[src/rtl/quiz_buzzer.sv]
module quiz_buzzer #(
  parameter int TICK_CYCLES = 50_000_000,
  parameter int ANSWER_SECS = 15,
  parameter int ALARM_SECS  = 5
) (
  input  logic       clk,
  input  logic       rst_n,
  input  logic       clear_n,
  input  logic       btn1_n,
  input  logic       btn2_n,
  output logic [3:0] win_tens,
  output logic [3:0] win_units,
  output logic [3:0] secs_tens,
  output logic [3:0] secs_units,
  output logic       buzz_n
);
  localparam int TW = $clog2(TICK_CYCLES + 1);
  localparam int SW = $clog2(ANSWER_SECS + 1);
  localparam int AW = $clog2(ALARM_SECS + 1);

  typedef enum logic [1:0] {IDLE, RUN, ALARM, DONE} phase_t;

  phase_t        phase;
  logic [1:0]    who;
  logic [SW-1:0] secs;
  logic [AW-1:0] alarm;
  logic [TW-1:0] tick;
  logic          tick_hit;
  logic          idle;
  logic [7:0]    s8;

  assign tick_hit = (tick == TW'(TICK_CYCLES - 1));
  assign idle     = (phase == IDLE);
  assign s8       = 8'(secs);

  always_ff @(posedge clk or negedge rst_n) begin
    if (!rst_n) begin
      phase <= IDLE;
      who   <= '0;
      secs  <= '0;
      alarm <= '0;
      tick  <= '0;
    end else if (!clear_n) begin
      phase <= IDLE;
      who   <= '0;
      secs  <= '0;
      alarm <= '0;
      tick  <= '0;
    end else begin
      case (phase)
        IDLE:
          if (!btn1_n || !btn2_n) begin
            who   <= !btn1_n ? 2'd1 : 2'd2;
            phase <= RUN;
            secs  <= SW'(ANSWER_SECS);
            tick  <= '0;
          end
        RUN:
          if (tick_hit) begin
            tick <= '0;
            secs <= secs - SW'(1);
            if (secs == SW'(1)) begin
              phase <= ALARM;
              alarm <= AW'(ALARM_SECS);
            end
          end else begin
            tick <= tick + TW'(1);
          end
        ALARM:
          if (tick_hit) begin
            tick  <= '0;
            alarm <= alarm - AW'(1);
            if (alarm == AW'(1)) phase <= DONE;
          end else begin
            tick <= tick + TW'(1);
          end
        default: ;
      endcase
    end
  end

  assign win_tens   = idle ? 4'hF : 4'd0;
  assign win_units  = idle ? 4'hF : {2'b00, who};
  assign secs_tens  = idle ? 4'hF : 4'(s8 / 8'd10);
  assign secs_units = idle ? 4'hF : 4'(s8 % 8'd10);
  assign buzz_n     = (phase != ALARM);
endmodule

[config.mk]
export PLATFORM = sky130hd
export DESIGN_NAME = quiz_buzzer
export DESIGN_NICKNAME = d
export VERILOG_FILES = /design/src/rtl/quiz_buzzer.sv
export SDC_FILE = /design/constraint.sdc
export NUM_CORES = 1
export LEC_CHECK = 0
export BUFFER_PORTS_ARGS = -buffer_cell sky130_fd_sc_hd__buf_2
export CORE_MARGIN = 3
export CORE_UTILIZATION = 53
export DETAILED_ROUTE_END_ITERATION = 10
export GPL_TIMING_DRIVEN = 0
export PLACE_DENSITY = 0.75
export SLEW_MARGIN = 40
export SYNTH_ARGS = -nofsm -noshare
export SYNTH_HDL_FRONTEND = slang
export SYNTH_SLANG_ARGS = --single-unit
[constraint.sdc]
create_clock -name clk -period 2.25 [get_ports clk]
set_input_delay 0.1125 -clock clk [delete_from_list [all_inputs] [get_ports clk]]
set_output_delay 0.1125 -clock clk [all_outputs]
set_load 0.01 [all_outputs]
## After elaboration in Yosys (flattened, before gate mapping)

Index checks and enable logic that the tools add are counted.

| cells by class | value |
|---|---|
| reductions and logical operators | 10 |
| add/sub/neg operators | 3 |
| equal/unequal tests | 17 |
| mux-type cells | 28 |
| divide/modulo/power cells | 2 |

Operator list:

| kind | count |
|---|---|
| $mux 26 | 3 |
| $pmux 26 s2 | 1 |
| $mux 4 | 7 |
| $add 26x1->26 const B | 1 |
| $eq 26x26->1 const B | 1 |
| $mux 2 | 10 |
| $mux 3 | 4 |
| $ne 3x3->1 const B | 4 |
| $div 4x4->8 const B | 1 |
| $mod 4x4->8 const B | 1 |
| $pmux 4 s2 | 1 |
| $ne 3x1->1 const B | 2 |
| $ne 3x2->1 const B | 2 |
| $pmux 2 s3 | 1 |
| $pmux 3 s2 | 1 |
| $reduce_and 6->1 | 1 |
| $eq 4x1->1 const B | 1 |
| $ne 2x1->1 const B | 2 |
| $ne 4x1->1 const B | 1 |
| $reduce_and 2->1 | 2 |
| $reduce_and 4->1 | 1 |
| $sub 4x1->4 const B | 1 |
| $eq 3x1->1 const B | 1 |
| $reduce_and 3->1 | 1 |
| other kinds (8) | 9 |

| word-level totals | value |
|---|---|
| input port bits | 5 |
| word-level logic and storage cells | 65 |
| register bits | 37 |

## Logic depth before layout (Yosys ltp)

| depth | value |
|---|---|
| word-level depth | 5 |
| gate-level depth with buffers | 8 |
| mapped depth without buffers | 7 |

## Worst setup path before layout

Ideal clock, no wire load.

| timing | value |
|---|---|
| kind | register -> register |
| start | register tick[0] |
| end | register tick[20] |
| cell stages (with the launch flop) | 7 |
| setup slack | 0.124 ns |
| arrival | 2.048 ns |
| buffers on the path | 0 |
| required time | 2.172 ns |
| cell sequence | dfrtp_1 > ha_1 > and4_1 > nand3_2 > or4_4 > or4_1 > a21oi_1 |

| on the way | value |
|---|---|
| word-level cells in the longest chain between the ends | 4 |

Ends and longest elaborated chain:

| item | RTL line | text |
|---|---|---|
| start: declaration | 27 | `logic [TW-1:0] tick;` |
| start signal: assignment | 67 | `tick <= tick + TW'(1);` |
| start signal: assignment | 75 | `tick <= tick + TW'(1);` |
| $add 26x1->26 or $eq 26x26->1 (tied branches) | 67, 75, 32 |  |
| $mux 26 * | 59, 70 |  |
| $pmux 26 s2 * | 50 | `case (phase)` |
| $mux 26 * | 43 | `end else if (!clear_n) begin` |

Mark *: on every way between the ends. The rest lies on a longest branch, timed or not.
A chain may end at the register's enable or synchronous reset.

## Worst setup path in the final report

Ends and elaborated chain as after synthesis.

==> out/qor.txt <==
grt total ovfl = 0
Root Driver = clkbuf_8
Max Used Layer = met4
clock power share = 0.164
Reg clk slew, reported paths = 0.07 ns
Synth Cell Area = 2360 um2
Starting Density = 0.569
multiplexer area fraction after synthesis = 0
Worst Path Max Fanout = 6
Synth Area in Compound Gates = 0.132
layout cell share with drive strength beyond 1 = 0.217
Min Clock Period, post-route = 2.17 ns
Worst VDD drop = 0.000494 V
Cells after Synth = 270
routed vias/inst = 5.92
RSZ-0062 raised after global routing = yes
worst endpoint required time = 2.46 ns
P_sw = 1230 uW
detailed-routed wire length on met2 = 2490 um
Avg Inst Size Synth = 8.74 um2
type of the tightest min-delay check = input pin to register
DRC = 0
overall routed net length = 5420 um
Max-Cap Viols = 0
status = finished, final reports clean
CP arrival = 2.38 ns
share of the synthesized area in the top cell type = 0.393
total die area = 5290 um2
Comb power frac = 0.554
Ant. Diodes = 0
P_leak = 0.00114 uW
post-route ant nets = 0
commonest register cell after synthesis = dfrtp_1
Slew Limit Fails = 0
dpl hpwl = 3790 um
Ports = 22
Post-synth EDFFs = 0
Critical Path Start Type = register
# rows = 23
wire length on met3 = 215 um
post-synthesis sequential area ratio = 0.393
Initial DRT Pass Iterations = 4
routed vias = 2073
Core Area = 4140 um2
Setup CP Type = register to register
wire per inst = 15.5 um
first-pass GRT wire length = 9170 um
post-synthesis cell type count = 48
Reg power frac = 0.282
Worst Skew = 0.00548 ns
final setup fails = 0
endpoints failing hold = 0
Synth async-reset ratio = 1.00
internal power = 1650 uW
vias in the first global route = 1898
Layout area overhead = 15.4%
Slew HR = 0.614
initial DRC count = 160
Num CTS Buffers = 5
combinational family with the most area after synthesis = simple AND/OR/NAND/NOR gates
adder-cell share of the synthesized area = 0.0584
XOR/XNOR Fraction of Synth Area = 0.0668
Max H-tree Level = 2
Synth Register Bits = 37
Synth Warn # = 0
Least-Margin Pin Slew = 0.576 ns
syn nets = 286
post-synth top area cell = dfrtp_1
pin count of the biggest net entering global routing = 38
Synth area leaders = dfrtp_1, ha_1, nor2_1
met1 WL = 2660 um
CP Capture Type = register
power density cells = 1060 nW/um2
Sw Ratio = 0.427
GPL Wtd Cong = 0.880
total clock sinks = 37
FMAX = 460 MHz
placed standard-cell area = 2520 um2
Die Y = 72.7 um
fin util = 0.657
TritonCTS clock tree = built
initial antenna violation count = 0
IO buf count = 20
nets@finish = 316
final instance area = 2720 um2
CTS Buffer Depth = 2
gr usage total = 0.221
clk_lat worst skew = 0.28 ns
simple-gate share of the synthesized area = 0.275
Die X = 72.7 um
final worst-path cycle share = 0.966
[logic make-up after synthesis]
family | Yosys count
adders and majority gates | 11
and+or+nand+nor | 120
AOI/OAI and AO/OA | 48
buffers and inverters | 36
xor gates and xnor gates | 18
DFF | 37
[worst paths after layout]
| check | slack [ns] | endpoint | cells past startpoint | start |
|---|---|---|---|---|
| min in group asynchronous | 0.32 | tick[9] | 2 | rst_n |
| setup / recovery | 0.08 | tick[20] | 6 | tick[0] |
| max in group asynchronous | 1.59 | tick[8] | 2 | rst_n |
| setup reg to reg | 0.08 | tick[20] | 6 | tick[0] |
| hold reg to reg | 0.53 | tick[6] | 1 | tick[6] |
| hold / removal | 0.15 | who[0] | 3 | btn1_n |
[area by class of cell]
type                       count  area [um2]
buffer                        15         103
clock buffer                   7        86.3
sequential                    37         930
timing repair buffer          24         135
fill                         357        1420
multi-input combinational    197        1330
inverter                      20        75.1
tap                           50        62.6
[cells in the final DEF (no fill, tap or decap), drive strengths merged, types with 2 or more instances in the layout]
| cell type | Yosys | layout |
|---|---|---|
| ha | 11 | 11 |
| xor2 | 12 | 12 |
| and3 | 3 | 3 |
| and2 | 2 | 2 |
| nand2 | 16 | 16 |
| a311oi | 2 | 2 |
| a21oi | 9 | 9 |
| xnor2 | 6 | 6 |
| nand4 | 14 | 14 |
| nand3 | 19 | 19 |
| nand2b | 2 | 2 |
| o21ai | 16 | 16 |
| or2 | 4 | 4 |
| o21a | 3 | 3 |
| nor2 | 31 | 31 |
| inv | 20 | 20 |
| and4 | 4 | 4 |
| clkbuf | 6 | 11 |
| nor3 | 8 | 8 |
| nor4 | 8 | 8 |
| o31ai | 3 | 3 |
| a31oi | 4 | 4 |
| buf | 10 | 34 |
| dfrtp | 37 | 37 |
| nor4b | 2 | 2 |
| or4 | 4 | 4 |
[worst max-delay path, stage by stage (launching register included)]
cell and delay [ns]:
dfrtp_1 0.36, ha_2 0.21, and4_4 0.29, nand3_4 0.14, or4_4 0.54, or4_1 0.41
a21oi_1 0.15
[layer usage]
layer  vias up  GRT usage
li1       1023          -
met1       997      0.334
met3        10     0.0468
met2        43      0.319
met4         0     0.0615
met5         -          0
[power groups by stage]
stage	combinational, uW	clock [uW]	sequential [uW]
after floorplan	1040	0	811
after detailed placement	1490	0	832
after global routing	1780	506	821
final	1590	472	812
after CTS	1580	478	810
after global placement	1460	0	831
[state kept, by name (all words and copies together), names as in the netlist]
| name | count |
|---|---|
| phase | 2 |
| who | 2 |
| tick | 26 |
| alarm | 3 |
| secs | 4 |
[per-stage QoR]
stage / hold WS [ns] / std cells / worst slack, ns / TNS, ns / total power [uW]
floorplan: -0.183 / 270 / 0.124 / 0 / 1850
global placement: 0.255 / 340 / -0.421 / -7.13 / 2290
detailed placement: 0.258 / 340 / -0.497 / -9.44 / 2330
CTS: 0.145 / 348 / 0.00956 / 0 / 2870
global route: 0.181 / 350 / -0.0151 / -0.0399 / 3100
finish: 0.151 / 350 / 0.0764 / 0 / 2880
[synth_stat cells, drive strengths merged, types with 2 or more instances]
| library cell | number |
|---|---|
| or2 | 4 |
| nor4b | 2 |
| buf | 10 |
| nand2 | 16 |
| ha | 11 |
| xnor2 | 6 |
| and2 | 2 |
| o21a | 3 |
| a311oi | 2 |
| a31oi | 4 |
| and4 | 4 |
| xor2 | 12 |
| dfrtp | 37 |
| nor3 | 8 |
| nor2 | 31 |
| clkbuf | 6 |
| inv | 20 |
| nand2b | 2 |
| o21ai | 16 |
| nor4 | 8 |
| a21oi | 9 |
| nand4 | 14 |
| and3 | 3 |
| nand3 | 19 |
| or4 | 4 |
| o31ai | 3 |
[repair_timing]
| action | CTS | global route |
|---|---|---|
| gates cloned | 0 | 0 |
| setup buffers | 1 | 2 |
| gates resized for setup | 11 | 12 |
| hold buffers | 1 | 0 |
| pin swaps | 0 | 1 |
| endpoints found under the setup margin | 32 | 29 |
| hold endpoints to repair | 37 | 0 |
Power figures use the tool's default switching activity.
